--- src/rtl/tmr_regif_pkg.sv ---
// Package: shared types and fixed byte geometry of the timer register front end.
// Assumes an 8-bit bus and 16-bit channel counts; the control word layout is fixed.
package tmr_regif_pkg;

    localparam int BYTE_W = 8;
    localparam int CNT_W  = 2 * BYTE_W;
    localparam int MODE_W = 3;

    // byte access code carried in the control word
    typedef enum logic [1:0] {
        RW_LATCH = 2'd0,
        RW_LSB   = 2'd1,
        RW_MSB   = 2'd2,
        RW_BOTH  = 2'd3
    } rw_e;

    // control word, most significant field first
    typedef struct packed {
        logic [1:0]        sel;
        rw_e               rw;
        logic [MODE_W-1:0] mode;
        logic              bcd;
    } ctl_word_t;

endpackage

--- src/rtl/tmr_ctrl_dec.sv ---
// Module: bus decoder. Turns one bus access into per-channel events:
// configuration write, latch command, data write and data read.
// Assumes at most one strobe event per cycle per address; purely combinational.
module tmr_ctrl_dec
    import tmr_regif_pkg::*;
#(
    parameter int N_CHAN = 3,
    parameter int AW     = 2
) (
    input  logic [AW-1:0]     addr,
    input  logic [BYTE_W-1:0] wdata,
    input  logic              wr_en,
    input  logic              rd_en,
    output ctl_word_t         cw,
    output logic [N_CHAN-1:0] cfg_we,
    output logic [N_CHAN-1:0] latch_cmd,
    output logic [N_CHAN-1:0] data_we,
    output logic [N_CHAN-1:0] data_re
);

    localparam logic [AW-1:0] CTL_ADDR = AW'(N_CHAN);

    logic ctl_wr;

    // control word view of the write data
    always_comb begin
        cw     = ctl_word_t'(wdata);
        ctl_wr = wr_en && (addr == CTL_ADDR);
    end

    // per-channel event decode
    always_comb begin
        cfg_we    = '0;
        latch_cmd = '0;
        data_we   = '0;
        data_re   = '0;
        for (int i = 0; i < N_CHAN; i++) begin
            if (ctl_wr && (cw.sel == 2'(i))) begin
                if (cw.rw == RW_LATCH) latch_cmd[i] = 1'b1;
                else                   cfg_we[i]    = 1'b1;
            end
            if (wr_en && (addr == AW'(i))) data_we[i] = 1'b1;
            if (rd_en && (addr == AW'(i))) data_re[i] = 1'b1;
        end
    end

endmodule

--- src/rtl/tmr_chan_port.sv ---
// Module: register port of one timer channel. Holds mode, format and access
// code, assembles written bytes into a count load, sequences readback bytes
// and keeps a latched snapshot of the live count.
// Assumes cfg_we and data_we are never high together (different addresses).
module tmr_chan_port
    import tmr_regif_pkg::*;
(
    input  logic              clk,
    input  logic              rst_n,
    input  ctl_word_t         cw,
    input  logic              cfg_we,
    input  logic              latch_cmd,
    input  logic              data_we,
    input  logic              data_re,
    input  logic [BYTE_W-1:0] wdata,
    input  logic [CNT_W-1:0]  cnt_in,
    output logic              load_stb,
    output logic [CNT_W-1:0]  load_val,
    output logic              hold,
    output logic              cfg_stb,
    output logic [MODE_W-1:0] mode,
    output logic              bcd,
    output rw_e               rw,
    output logic [BYTE_W-1:0] rd_byte
);

    rw_e               rw_q;
    logic [MODE_W-1:0] mode_q;
    logic              bcd_q;
    logic              cfg_stb_q;
    logic              wph_q;
    logic [BYTE_W-1:0] lsb_buf_q;
    logic              load_stb_q;
    logic [CNT_W-1:0]  load_val_q;
    logic              hold_q;
    logic              rph_q;
    logic              lat_q;
    logic [CNT_W-1:0]  lat_val_q;
    logic [CNT_W-1:0]  rd_src;
    logic              rd_hi;

    // configuration registers, written by a non-latch control word
    always_ff @(posedge clk) begin
        if (!rst_n) begin
            rw_q      <= RW_BOTH;
            mode_q    <= '0;
            bcd_q     <= 1'b0;
            cfg_stb_q <= 1'b0;
        end else begin
            cfg_stb_q <= cfg_we;
            if (cfg_we) begin
                rw_q   <= cw.rw;
                mode_q <= cw.mode;
                bcd_q  <= cw.bcd;
            end
        end
    end

    // write byte sequencing and count load generation
    always_ff @(posedge clk) begin
        if (!rst_n) begin
            wph_q      <= 1'b0;
            lsb_buf_q  <= '0;
            load_stb_q <= 1'b0;
            load_val_q <= '0;
            hold_q     <= 1'b0;
        end else begin
            load_stb_q <= 1'b0;
            if (cfg_we) begin
                wph_q  <= 1'b0;
                hold_q <= 1'b0;
            end else if (data_we) begin
                case (rw_q)
                    RW_LSB: begin
                        load_val_q <= {{BYTE_W{1'b0}}, wdata};
                        load_stb_q <= 1'b1;
                    end
                    RW_MSB: begin
                        load_val_q <= {wdata, {BYTE_W{1'b0}}};
                        load_stb_q <= 1'b1;
                    end
                    RW_BOTH: begin
                        if (!wph_q) begin
                            lsb_buf_q <= wdata;
                            wph_q     <= 1'b1;
                            hold_q    <= (mode_q == '0);
                        end else begin
                            load_val_q <= {wdata, lsb_buf_q};
                            load_stb_q <= 1'b1;
                            wph_q      <= 1'b0;
                            hold_q     <= 1'b0;
                        end
                    end
                    default: ;
                endcase
            end
        end
    end

    // readback source and byte select
    always_comb begin
        rd_src  = lat_q ? lat_val_q : cnt_in;
        rd_hi   = (rw_q == RW_MSB) || ((rw_q == RW_BOTH) && rph_q);
        rd_byte = rd_hi ? rd_src[CNT_W-1:BYTE_W] : rd_src[BYTE_W-1:0];
    end

    // read byte order and latch snapshot control
    always_ff @(posedge clk) begin
        if (!rst_n) begin
            rph_q     <= 1'b0;
            lat_q     <= 1'b0;
            lat_val_q <= '0;
        end else if (cfg_we) begin
            rph_q <= 1'b0;
            lat_q <= 1'b0;
        end else if (latch_cmd && !lat_q) begin
            lat_q     <= 1'b1;
            lat_val_q <= cnt_in;
            rph_q     <= 1'b0;
        end else if (data_re) begin
            if (rw_q == RW_BOTH) begin
                rph_q <= !rph_q;
                if (rph_q) lat_q <= 1'b0;
            end else begin
                lat_q <= 1'b0;
            end
        end
    end

    assign load_stb = load_stb_q;
    assign load_val = load_val_q;
    assign hold     = hold_q;
    assign cfg_stb  = cfg_stb_q;
    assign mode     = mode_q;
    assign bcd      = bcd_q;
    assign rw       = rw_q;

endmodule

--- src/rtl/tmr_rd_mux.sv ---
// Module: registered read data selector. Picks the addressed channel's
// readback byte on a read strobe; the control address reads as zero.
// Assumes rd_byte of channel i sits at bits BYTE_W*i+BYTE_W-1:BYTE_W*i.
module tmr_rd_mux
    import tmr_regif_pkg::*;
#(
    parameter int N_CHAN = 3,
    parameter int AW     = 2
) (
    input  logic                     clk,
    input  logic                     rst_n,
    input  logic                     rd_en,
    input  logic [AW-1:0]            addr,
    input  logic [N_CHAN*BYTE_W-1:0] rd_bytes,
    output logic [BYTE_W-1:0]        rdata
);

    logic [BYTE_W-1:0] sel_byte;

    // address to byte selection
    always_comb begin
        sel_byte = '0;
        for (int i = 0; i < N_CHAN; i++) begin
            if (addr == AW'(i)) sel_byte = rd_bytes[i*BYTE_W +: BYTE_W];
        end
    end

    // read data register, held between reads
    always_ff @(posedge clk) begin
        if (!rst_n)     rdata <= '0;
        else if (rd_en) rdata <= sel_byte;
    end

endmodule

--- src/rtl/tmr_regif.sv ---
// Module: top of the timer register front end. Decodes bus accesses and
// instantiates one register port per channel plus the read data selector.
// Assumes N_CHAN <= 3 so the control word's 2-bit channel field covers all.
module tmr_regif
    import tmr_regif_pkg::*;
#(
    parameter int N_CHAN = 3
) (
    input  logic                     clk,
    input  logic                     rst_n,
    input  logic [1:0]               addr,
    input  logic [7:0]               wdata,
    input  logic                     wr_en,
    input  logic                     rd_en,
    output logic [7:0]               rdata,
    input  logic [N_CHAN*16-1:0]     cnt_in,
    output logic [N_CHAN-1:0]        load_stb,
    output logic [N_CHAN*16-1:0]     load_val,
    output logic [N_CHAN-1:0]        hold_o,
    output logic [N_CHAN-1:0]        cfg_stb,
    output logic [N_CHAN*3-1:0]      mode_o,
    output logic [N_CHAN-1:0]        bcd_o
);

    localparam int AW = $clog2(N_CHAN + 1);

    ctl_word_t                cw;
    logic [N_CHAN-1:0]        cfg_we;
    logic [N_CHAN-1:0]        latch_cmd;
    logic [N_CHAN-1:0]        data_we;
    logic [N_CHAN-1:0]        data_re;
    logic [N_CHAN*BYTE_W-1:0] rd_bytes;
    logic [N_CHAN*2-1:0]      ch_rw;

    tmr_ctrl_dec #(.N_CHAN(N_CHAN), .AW(AW)) u_dec (
        .addr      (addr[AW-1:0]),
        .wdata     (wdata),
        .wr_en     (wr_en),
        .rd_en     (rd_en),
        .cw        (cw),
        .cfg_we    (cfg_we),
        .latch_cmd (latch_cmd),
        .data_we   (data_we),
        .data_re   (data_re)
    );

    for (genvar g = 0; g < N_CHAN; g++) begin : g_chan
        rw_e rw_g;
        tmr_chan_port u_port (
            .clk       (clk),
            .rst_n     (rst_n),
            .cw        (cw),
            .cfg_we    (cfg_we[g]),
            .latch_cmd (latch_cmd[g]),
            .data_we   (data_we[g]),
            .data_re   (data_re[g]),
            .wdata     (wdata),
            .cnt_in    (cnt_in[g*CNT_W +: CNT_W]),
            .load_stb  (load_stb[g]),
            .load_val  (load_val[g*CNT_W +: CNT_W]),
            .hold      (hold_o[g]),
            .cfg_stb   (cfg_stb[g]),
            .mode      (mode_o[g*MODE_W +: MODE_W]),
            .bcd       (bcd_o[g]),
            .rw        (rw_g),
            .rd_byte   (rd_bytes[g*BYTE_W +: BYTE_W])
        );
        assign ch_rw[g*2 +: 2] = rw_g;
    end

    tmr_rd_mux #(.N_CHAN(N_CHAN), .AW(AW)) u_rdmux (
        .clk      (clk),
        .rst_n    (rst_n),
        .rd_en    (rd_en),
        .addr     (addr[AW-1:0]),
        .rd_bytes (rd_bytes),
        .rdata    (rdata)
    );

endmodule

--- config.mk ---
export PLATFORM = sky130hd
export DESIGN_NAME = tmr_regif
export DESIGN_NICKNAME = d
export VERILOG_FILES = /design/src/rtl/tmr_regif_pkg.sv /design/src/rtl/tmr_ctrl_dec.sv /design/src/rtl/tmr_chan_port.sv /design/src/rtl/tmr_rd_mux.sv /design/src/rtl/tmr_regif.sv
export SDC_FILE = /design/constraint.sdc
export NUM_CORES = 1
export LEC_CHECK = 0
export ABC_AREA = 1
export BUFFER_PORTS_ARGS = -buffer_cell sky130_fd_sc_hd__buf_4
export CAP_MARGIN = 20
export CORE_MARGIN = 4
export CORE_UTILIZATION = 30
export DETAILED_ROUTE_END_ITERATION = 8
export MAX_ROUTING_LAYER = met4
export SLEW_MARGIN = 20
export SYNTH_ARGS = -nofsm -noshare
export SYNTH_HDL_FRONTEND = slang
export SYNTH_SLANG_ARGS = --single-unit
export TNS_END_PERCENT = 100
--- constraint.sdc ---
create_clock -name clk -period 3.5 [get_ports clk]
set_input_delay 0 -clock clk [delete_from_list [all_inputs] [get_ports clk]]
set_output_delay 0 -clock clk [all_outputs]
set_load 0.01 [all_outputs]
==> summary.md <==
| Metric | Value |
|---|---|
| Worst slew pin tran | 0.800 ns |
| Synth Cell Area | 0.00732 mm2 |
| Kind of critical path | flip-flop to flip-flop |
| DP HPWL | between 15 and 20 mm |
| Die width | 164 um |
| Relative slew margins | 46.5% |
| Register-to-Register Path Depth | 4 |
| Max cap viols | 0 |
| Drc violations | 0 |
| IO buf count | 138 |
| Insertion delay to the later sink of the worst-skew pair | about 0.43 ns |
| CTS max path bufs | 2 |
| Antenna Cells | 0 |
| P_leak | 4.18 nW |
| Die area | 0.0270 mm2 |
| Row cnt | 56 |
| Element type at the critical path start | flip-flop |
| Total track usage | 17.2% |
| IO Count | between 100 and 150 |
| CP Data Arrival Time | about 2.8 ns |
| Largest net degree at the start of global routing | 54 |
| Total global routing overflow | 0 |
| Setup total negative slack | 0 ns |
| Tightest Hold Check Type | input port to flip-flop |
| Clock net sink count | approximately 160 |
| # hold bufs at CTS | 60 |
| Distinct cell type count after synthesis | 37 |
| Register bit total from synthesis | 164 |
| Worst-path maximum fanout | 23 |
| Post-synth net total | 1102 |
| H-Tree Depth | 4 |
| Cts bufs inserted | 17 |
| Nets | 1262 |
| Initial Utilization | a little under a third |
| Drt wl/cell | 14.9 um |
| WHS Path Cells | 3 |
| Slew Viols, Final | 0 |
| RSZ-0062 raised after global routing | false |
| Syn avg cell area | about 7.1 um2 |
| DRT Wirelength | 22.7 mm |
| # resized after CTS | 0 |
| Status | finished, final reports clean |
| Worst vdd ir | 0.310 mV |
| Fmax | 0.411 GHz |
| Ratio of cells with drive above 1 in the final layout | approximately 17% |
| Die Ht | between 150 and 200 um |
| Final Hold Vio Count | 0 |
| Critical path capture point type | flip-flop |
| First-pass DRT Iterations | 5 |
| Synthesis-to-layout area growth | 32.3% |
| Sequential area share after synthesis | 44.9% |
| Syn. warnings | 0 |
| RePlAce Congestion | between 0.8 and 0.9 |
| Worst Path Required | about 3.8 ns |
| Mapped Cells | between 1000 and 1500 |
| First-pass GRT wire length | 35.9 mm |
| Initial DRC count | 478 |
| Antenna violations before repair | 0 |
| Setup Fix Bufs, Post-CTS | 0 |
| Vias per std cell | 4.70 |
| PwrDens | 448 mW/mm2 |
| Minimum clock period | 2.43 ns |
| Vias | 7152 |
| CTS tree | built |
| Root Buffer Master | clkbuf_16 |
| Routed Antenna Nets | 0 |
| Pwr Total | roughly 4.3 mW |
| Fin Clk Skew | 0.00811 ns |
| Number of global-route vias before repair | 6880 |
| # setup viols final | 0 |
| Tcrit/Tclk final | 69.5% |
| Worst-path clk slew | 0.07 ns |
| Dpl ws | 1.07 ns |
| PnR worst setup slack | roughly 1.1 ns |
| Min Hold Slack | between 0.07 and 0.08 ns |
| CORE AREA | 0.0238 mm2 |
[where the power goes]
group,internal [mW],total (mW),switching [mW]
Combinational,0.181,0.421,0.241
Sequential,1.90,1.93,0.0250
Clock,1.15,1.99,0.841
Total,3.23,4.34,1.11
[kinds of logic (layout without fill, tap and decap cells)]
group,count (synthesis),in the layout,synth area share (%)
AO/OA/AOI/OAI,229,229,16.2
flip-flops,164,164,44.9
XOR/XNOR,3,3,0.359
adder cells (fa/ha/maj),9,9,1.54
AND/OR/NAND/NOR,477,477,27.7
buffers and inverters,149,322,9.30
[area by class of cell]
cell class | count | area [um2]
multi-input cells | 718 | 3360
fillers | 2461 | 14100
well taps | 319 | 399
repair buffers | 204 | 1700
inverters | 86 | 324
clock buffers | 17 | 425
clock inverters | 15 | 194
flip-flops and latches | 164 | 3280
[metal layers]
layer / global-route usage [%] / wire, um
met5: - / 0
met4: 4.04 / 225
met3: 4.37 / 1510
met2: 26.1 / 10200
met1: 23.1 / 10800
[cell usage after synthesis (all sizes together)]
cell type | n | area share (%)
inv | 77 | 3.9
nand4 | 3 | 0.46
xor2 | 2 | 0.24
clkinv | 9 | 0.48
nand2 | 326 | 17
clkbuf | 27 | 1.4
a211oi | 1 | 0.10
o21ai | 71 | 4.9
a31oi | 2 | 0.17
a22oi | 6 | 0.62
ha | 9 | 1.5
a21oi | 137 | 9.4
buf | 36 | 3.5
nor3 | 8 | 0.99
nor4 | 2 | 0.17
nor2 | 62 | 3.7
xnor2 | 1 | 0.12
nand3 | 76 | 5.4
dfxtp | 164 | 45
o22ai | 9 | 0.77
o211ai | 3 | 0.31
[path summary, 6_finish.rpt]
check	from	end	slack (ns)
setup / recovery	g_chan[0].u_port.lat_q	g_chan[0].u_port.rph_q	1.07
hold / removal	rst_n	g_chan[1].u_port.lsb_buf_q[0]	0.07
setup reg to reg	g_chan[0].u_port.lat_q	g_chan[0].u_port.rph_q	1.07
hold reg to reg	g_chan[2].u_port.bcd	g_chan[2].u_port.bcd	0.46
[worst max-delay path: stages (launching register included)]
cell     delay, ns
dfxtp_1       0.70
inv_1         0.40
nand3_1       0.72
inv_2         0.27
nor3_1        0.24
[stage by stage]
stage	area, um2	std cells	util [%]
final	9680	1523	40.8
after global routing	9680	1523	40.8
after CTS	9680	1523	40.8
after detailed placement	8460	1431	35.6
after global placement	8440	1430	35.5
after floorplan	7320	1031	-
[sequential cells by signal, indices dropped and copies added (netlist names)]
register / cells
g_chan.u_port.load_stb: 3
u_rdmux.rdata: 8
g_chan.u_port.load_val: 48
g_chan.u_port.cfg_stb: 3
g_chan.u_port.mode: 9
g_chan.u_port.bcd: 3
g_chan.u_port.rw: 6
g_chan.u_port.lsb_buf_q: 24
g_chan.u_port.lat_val_q: 48
g_chan.u_port.rph_q: 3
g_chan.u_port.lat_q: 3
g_chan.u_port.wph_q: 3
g_chan.u_port.hold: 3
[cell usage in the layout, fill, tap and decap left out, types with 7 or more instances in the layout]
cell type / netlist / final
buf_4: 18 / 143
inv_1: 71 / 70
dfxtp_1: 164 / 164
clkbuf_16: 0 / 17
o21ai_0: 68 / 68
dlygate4sd3_1: 0 / 60
ha_1: 9 / 9
clkinv_1: 8 / 8
o22ai_1: 9 / 9
nand2_1: 322 / 322
a21oi_1: 136 / 136
nand3_1: 74 / 74
nor2_1: 54 / 54
inv_2: 6 / 7
No activity file was read; power rests on OpenSTA's default activity.
